`src/rtl/pirq_pkg.sv`:
```
package pirq_pkg;
  // register offsets, decoded by software
  localparam int OFF_GIE  = 'h1C;
  localparam int OFF_STAT = 'h20;
  localparam int OFF_IEN  = 'h28;
  localparam int OFF_SRST = 'h40;
  // key that triggers a soft reset of the core
  localparam logic [31:0] SRST_KEY = 32'h0000_000A;

  // event bit positions
  typedef enum int {
    EV_MODE_FAULT  = 0,
    EV_SLV_FAULT   = 1,
    EV_TX_DRAINED  = 2,
    EV_TX_UNDER    = 3,
    EV_RX_FULL     = 4,
    EV_RX_OVER     = 5,
    EV_TX_HALF     = 6
  } ev_pos_e;
endpackage

```
`src/rtl/pirq_status_bank.sv`:
```
module pirq_status_bank #(
  parameter int NUM_SRC = 7
) (
  input  logic               clk_i,
  input  logic               rst_i,
  input  logic               srst_i,
  input  logic [NUM_SRC-1:0] ev_i,
  input  logic [NUM_SRC-1:0] clr_i,
  output logic [NUM_SRC-1:0] st_o
);
  logic [NUM_SRC-1:0] st_q;

  for (genvar k = 0; k < NUM_SRC; k++) begin : g_bit
    always_ff @(posedge clk_i) begin
      if (rst_i || srst_i)  st_q[k] <= 1'b0;
      else if (ev_i[k])     st_q[k] <= 1'b1;
      else if (clr_i[k])    st_q[k] <= 1'b0;
    end


    set_wins_chk: assert property (@(posedge clk_i) disable iff (rst_i)
      (ev_i[k] && !srst_i) |=> st_q[k]);

    clear_chk: assert property (@(posedge clk_i) disable iff (rst_i)
      (clr_i[k] && !ev_i[k]) |=> !st_q[k]);

    sticky_chk: assert property (@(posedge clk_i) disable iff (rst_i)
      (!ev_i[k] && !clr_i[k] && !srst_i) |=> $stable(st_q[k]));

    srst_clear_chk: assert property (@(posedge clk_i) disable iff (rst_i)
      srst_i |=> !st_q[k]);
  end

  assign st_o = st_q;
endmodule

```
`src/rtl/pirq_reset_seq.sv`:
```
module pirq_reset_seq #(
  parameter int SRST_CYCLES = 16
) (
  input  logic clk_i,
  input  logic rst_i,
  input  logic key_wr_i,
  input  logic other_wr_i,
  output logic srst_o
);
  localparam int CNT_W = $clog2(SRST_CYCLES + 1);

  logic [CNT_W-1:0] cnt_q;
  logic             srst_q;

  always_ff @(posedge clk_i) begin
    if (rst_i) begin
      cnt_q  <= '0;
      srst_q <= 1'b0;
    end else if (!srst_q) begin
      if (key_wr_i) begin
        cnt_q  <= CNT_W'(SRST_CYCLES - 1);
        srst_q <= 1'b1;
      end
    end else if (cnt_q == '0) begin
      srst_q <= 1'b0;
    end else begin
      cnt_q <= cnt_q - 1'b1;
    end
  end

  assign srst_o = srst_q;

  // observation counter for the window length check
  logic [CNT_W:0] hi_run_q;
  always_ff @(posedge clk_i) begin
    if (rst_i)       hi_run_q <= '0;
    else if (srst_q) hi_run_q <= hi_run_q + 1'b1;
    else             hi_run_q <= '0;
  end


  key_start_chk: assert property (@(posedge clk_i) disable iff (rst_i)
    (key_wr_i && !srst_q) |=> srst_q);

  window_len_chk: assert property (@(posedge clk_i) disable iff (rst_i)
    $fell(srst_q) |-> (hi_run_q == (CNT_W+1)'(SRST_CYCLES)));

  bad_key_chk: assert property (@(posedge clk_i) disable iff (rst_i)
    (other_wr_i && !srst_q) |=> !srst_q);
endmodule

```
`src/rtl/pirq_irq_gen.sv`:
```
module pirq_irq_gen #(
  parameter int NUM_SRC = 7
) (
  input  logic               clk_i,
  input  logic               rst_i,
  input  logic               gie_i,
  input  logic [NUM_SRC-1:0] st_i,
  input  logic [NUM_SRC-1:0] en_i,
  output logic               irq_o
);
  logic irq_q;

  always_ff @(posedge clk_i) begin
    if (rst_i) irq_q <= 1'b0;
    else       irq_q <= gie_i && (|(st_i & en_i));
  end

  assign irq_o = irq_q;


  gie_gate_chk: assert property (@(posedge clk_i) disable iff (rst_i)
    !gie_i |=> !irq_q);

  mask_all_chk: assert property (@(posedge clk_i) disable iff (rst_i)
    (en_i == '0) |=> !irq_q);

  rise_cause_chk: assert property (@(posedge clk_i) disable iff (rst_i)
    $rose(irq_q) |-> $past(st_i != '0));
endmodule

```
`src/rtl/periph_irq_ctrl.sv`:
```
module periph_irq_ctrl
  import pirq_pkg::*;
#(
  parameter int ADDR_W      = 8,
  parameter int DATA_W      = 32,
  parameter int NUM_SRC     = 7,
  parameter int SRST_CYCLES = 16
) (
  input  logic               clk_i,
  input  logic               rst_i,
  input  logic               bus_wr_i,
  input  logic               bus_rd_i,
  input  logic [ADDR_W-1:0]  bus_addr_i,
  input  logic [DATA_W-1:0]  bus_wdata_i,
  output logic [DATA_W-1:0]  bus_rdata_o,
  input  logic [NUM_SRC-1:0] evt_i,
  output logic               irq_o,
  output logic               core_srst_o
);
  localparam int GIE_BIT = DATA_W - 1;

  logic               sel_gie, sel_stat, sel_ien, sel_srst;
  logic               gie_q;
  logic [NUM_SRC-1:0] ien_q;
  logic [NUM_SRC-1:0] st;
  logic [NUM_SRC-1:0] clr;
  logic               key_wr, other_wr;
  logic               srst;
  logic [DATA_W-1:0]  rd_mux;
  logic [DATA_W-1:0]  rdata_q;

  assign sel_gie  = (bus_addr_i == ADDR_W'(OFF_GIE));
  assign sel_stat = (bus_addr_i == ADDR_W'(OFF_STAT));
  assign sel_ien  = (bus_addr_i == ADDR_W'(OFF_IEN));
  assign sel_srst = (bus_addr_i == ADDR_W'(OFF_SRST));

  assign clr      = (bus_wr_i && sel_stat) ? bus_wdata_i[NUM_SRC-1:0] : '0;
  assign key_wr   = bus_wr_i && sel_srst && (bus_wdata_i == DATA_W'(SRST_KEY));
  assign other_wr = bus_wr_i && sel_srst && (bus_wdata_i != DATA_W'(SRST_KEY));

  // enable registers: untouched by the soft reset
  always_ff @(posedge clk_i) begin
    if (rst_i) begin
      gie_q <= 1'b0;
      ien_q <= '0;
    end else if (bus_wr_i) begin
      if (sel_gie) gie_q <= bus_wdata_i[GIE_BIT];
      if (sel_ien) ien_q <= bus_wdata_i[NUM_SRC-1:0];
    end
  end

  pirq_status_bank #(.NUM_SRC(NUM_SRC)) u_status (
    .clk_i  (clk_i),
    .rst_i  (rst_i),
    .srst_i (srst),
    .ev_i   (evt_i),
    .clr_i  (clr),
    .st_o   (st)
  );

  pirq_reset_seq #(.SRST_CYCLES(SRST_CYCLES)) u_rstseq (
    .clk_i      (clk_i),
    .rst_i      (rst_i),
    .key_wr_i   (key_wr),
    .other_wr_i (other_wr),
    .srst_o     (srst)
  );

  pirq_irq_gen #(.NUM_SRC(NUM_SRC)) u_irq (
    .clk_i (clk_i),
    .rst_i (rst_i),
    .gie_i (gie_q),
    .st_i  (st),
    .en_i  (ien_q),
    .irq_o (irq_o)
  );

  // readback
  always_comb begin
    rd_mux = '0;
    if (sel_gie)       rd_mux[GIE_BIT]     = gie_q;
    else if (sel_stat) rd_mux[NUM_SRC-1:0] = st;
    else if (sel_ien)  rd_mux[NUM_SRC-1:0] = ien_q;
  end

  always_ff @(posedge clk_i) begin
    if (rst_i)         rdata_q <= '0;
    else if (bus_rd_i) rdata_q <= rd_mux;
  end

  assign bus_rdata_o = rdata_q;
  assign core_srst_o = srst;


  enables_kept_chk: assert property (@(posedge clk_i) disable iff (rst_i)
    (srst && !bus_wr_i) |=> ($stable(ien_q) && $stable(gie_q)));

  rd_unmapped_chk: assert property (@(posedge clk_i) disable iff (rst_i)
    (bus_rd_i && !sel_gie && !sel_stat && !sel_ien) |=> (bus_rdata_o == '0));
endmodule

```
`config.mk`:
```
export PLATFORM = sky130hd
export DESIGN_NAME = periph_irq_ctrl
export DESIGN_NICKNAME = d
export VERILOG_FILES = /design/src/rtl/pirq_pkg.sv /design/src/rtl/pirq_status_bank.sv /design/src/rtl/pirq_reset_seq.sv /design/src/rtl/pirq_irq_gen.sv /design/src/rtl/periph_irq_ctrl.sv
export SDC_FILE = /design/constraint.sdc
export NUM_CORES = 1
export LEC_CHECK = 0
export BUFFER_PORTS_ARGS = -buffer_cell sky130_fd_sc_hd__buf_2
export CAP_MARGIN = 20
export CORE_MARGIN = 2
export CORE_UTILIZATION = 25
export DETAILED_ROUTE_END_ITERATION = 6
export GPL_ROUTABILITY_DRIVEN = 0
export PLACE_DENSITY = 0.54
export SETUP_SLACK_MARGIN = 0.1
export SLEW_MARGIN = 20
export SYNTH_ARGS = -nofsm -noshare
export SYNTH_HDL_FRONTEND = slang
export SYNTH_SLANG_ARGS = --single-unit
export TNS_END_PERCENT = 50
```
`constraint.sdc`:
```
create_clock -name clk_i -period 1.8 [get_ports clk_i]
set_input_delay 0.18 -clock clk_i [delete_from_list [all_inputs] [get_ports clk_i]]
set_output_delay 0.18 -clock clk_i [all_outputs]
set_load 0.01 [all_outputs]
```
==> metrics.cfg <==
[run_status]
outcome = finished, final reports clean

[floorplanning]
fp-row-count = 29
die_x_um = 83.7
die_h_um = 83.7
dieArea_um2 = 7000
io_pins = 85
core-area_um2 = 6240
start_util_pct = 25.4

[yosys]
synth.avg_cell_area_um2 = 9.23
synth.distinct_cells = 42
syn-instance-count = 172
synth_top_area_share_pct = 37.8
synthFlopType = dfxtp_1
yosys.area.top_type = dfxtp_1
synth-seq-cells = 30
syn_area_um2 = 1590
yosys-top-cells-area = dfxtp_1 (38%), buf_4 (11%), mux2i_1 (9.5%)
seq_area_frac_synth_pct = 37.8
synth_edf_count = 0
ys.warnings.count = 0
async_reset_ff_share_pct = 0

[routing]
routed_wl_um = 3730
drtIter0Drc = 56
firstDrtPassIters = 4
num_vias = 1367
drc = 0
viasPerCell = 4.27
ant_nets = 0
wire_per_inst_um = 11.7

[final_layout]
final_common_cell = buf_2
final_cells = 320
n_fill_cell = 698
design_area_um2 = 2030
num_antenna_cells = 0
final_cell_mix = buf_2 (60), dfxtp_1 (29), conb_1 (24)
drive_above_1_share_pct = 36.2
syn2layout_area_growth_pct = 27.7
regArea_um2 = 602
layout.nets = 294
multiInputGateArea_um2 = 843

[placed_design]
dp_hpwl_um = 3120
dp.cells = 312
dpl_worst_slack_ns = -0.119
port_buffers = 60
dpl_cell_area_um2 = 1930

[global_route]
grt_pass1_wl_um = 5890
antenna_found_initial = 0
grt-ovfl-total = 0
grt.total_usage_pct = 10.5
grt_max_degree = 19
grt_pass1_vias = 1276

[setup_path]
path_cells = nor4b_2, nand4_1, or4_4, a221oi_2
worstSetupPathType = reg2reg
critPathLaunchType = register
worstPathArrival_ns = 1.78
worst-path-buf-inv = 0
cp_top_family = simple AND/OR/NAND/NOR gates
path_max_fanout = 6
required_ns = 1.99
cpMaxStageDelayCell = or4_4
crit_path_end_kind = register
max_stage_delay_ns = 0.55

[timing]
min_period_over_period_pct = 88.3
fin_crit_ns = 1.59
whs_ns = 0.114
slew_violations = 0
setup_ws_ns = 0.210
setup_viol = 0
rsz0062_at_grt = no
clock_skew_ns = 0.00158
hold_viol = 0
fmax_ghz = 0.629

[cts]
worstSkewPairLatency_ns = 0.27
clockBufferDepth = 2
clock-root-buffer = clkbuf_8
cts_made_buffers = 5
clk_pin_slew_worst_paths_ns = 0.06
cts.sinks = 30
cts_tree = built
cts-htree-levels = 2
hold_buffers = 0
post_cts_buffers = 0

[power_and_ir_drop]
leakagePower_uw = 0.000991
pwr_density_cell_nw_per_um2 = 689
peakVddDrop_mv = 0.428

[min_path]
hp-class = in2reg

[job]
cap_violations = 0

==> worst paths after layout <==
check                  start           endpoint  slack [ns]  cells past startpoint
max          u_rstseq.srst_o  u_rstseq.cnt_q[3]        0.21                      4
min                 evt_i[1]   u_status.st_o[1]        0.11                      2
max reg2reg  u_rstseq.srst_o  u_rstseq.cnt_q[3]        0.21                      4
min reg2reg   bus_rdata_o[2]     bus_rdata_o[2]        0.44                      2
==> state kept, by name, indices dropped and copies added (netlist names) <==
name             cells
bus_rdata_o          8
ien_q                7
u_status.st_o        7
u_rstseq.cnt_q       5
gie_q                1
u_irq.irq_o          1
u_rstseq.srst_o      1
==> logic make-up (layout without fill, tap and decap cells) <==
kind of cell / Yosys count / after routing / share of synthesized area [%]
simple gates: 52 / 52 / 20.5
compound gates: 37 / 37 / 16.5
buf+inv: 36 / 84 / 14.7
flops: 30 / 30 / 37.8
mux: 15 / 15 / 9.46
fa+ha+maj: 1 / 1 / 0.788
other cells: 1 / 24 / 0.236
==> where the power goes <==
part | internal (uW) | total [uW] | switching [uW]
Clock | 308 | 547 | 239
Combinational | 79.1 | 163 | 84.3
Sequential | 676 | 685 | 9.34
==> Yosys cell counts, types with 2 or more instances <==
library cell / count
dfxtp_1: 30
buf_4: 24
mux2i_1: 15
nor2_1: 10
nand2_1: 9
a21oi_1: 8
inv_1: 7
o21ai_0: 7
nand3_1: 4
nand4_1: 4
o21a_1: 4
a21bo_2: 3
and3_1: 3
clkbuf_1: 3
nor4_1: 3
nor4b_1: 3
a21boi_0: 2
a21boi_1: 2
a21o_1: 2
a22oi_1: 2
a31oi_1: 2
nand2b_1: 2
nor3_1: 2
nor4b_2: 2
or2b_1: 2
==> layer usage <==
layer	vias to the layer above	wire [um]	GRT usage (%)	share of wire, %
met5	-	0	0	0
met4	0	51	3.96	1.4
met3	5	166	2.87	4.4
met2	41	1890	18.5	51
met1	613	1620	11.9	43
li1	708	-	-	-
==> stage by stage <==
step                      setup TNS, ns  total power (uW)  util, %
after floorplan                       0               814        -
after global placement          -0.0995               862     31.0
after detailed placement         -0.209               863     31.0
after CTS                             0              1420     32.5
after global routing                  0              1470     32.5
final                                 0              1400     32.5
==> final cells by class <==
type	count	share of cell area, %
Multi-Input combinational cell	129	41.6
Sequential cell	30	29.7
Timing Repair Buffer	69	18.1
Tap cell	77	4.75
Clock buffer	7	4.26
Inverter	7	1.30
Clock inverter	1	0.247
==> repair_timing <==
action,CTS,global route
pin swaps,0,1
resized for setup,1,0
endpoints found under the setup margin,1,1
Note: power is estimated with default switching activity, not from simulation.
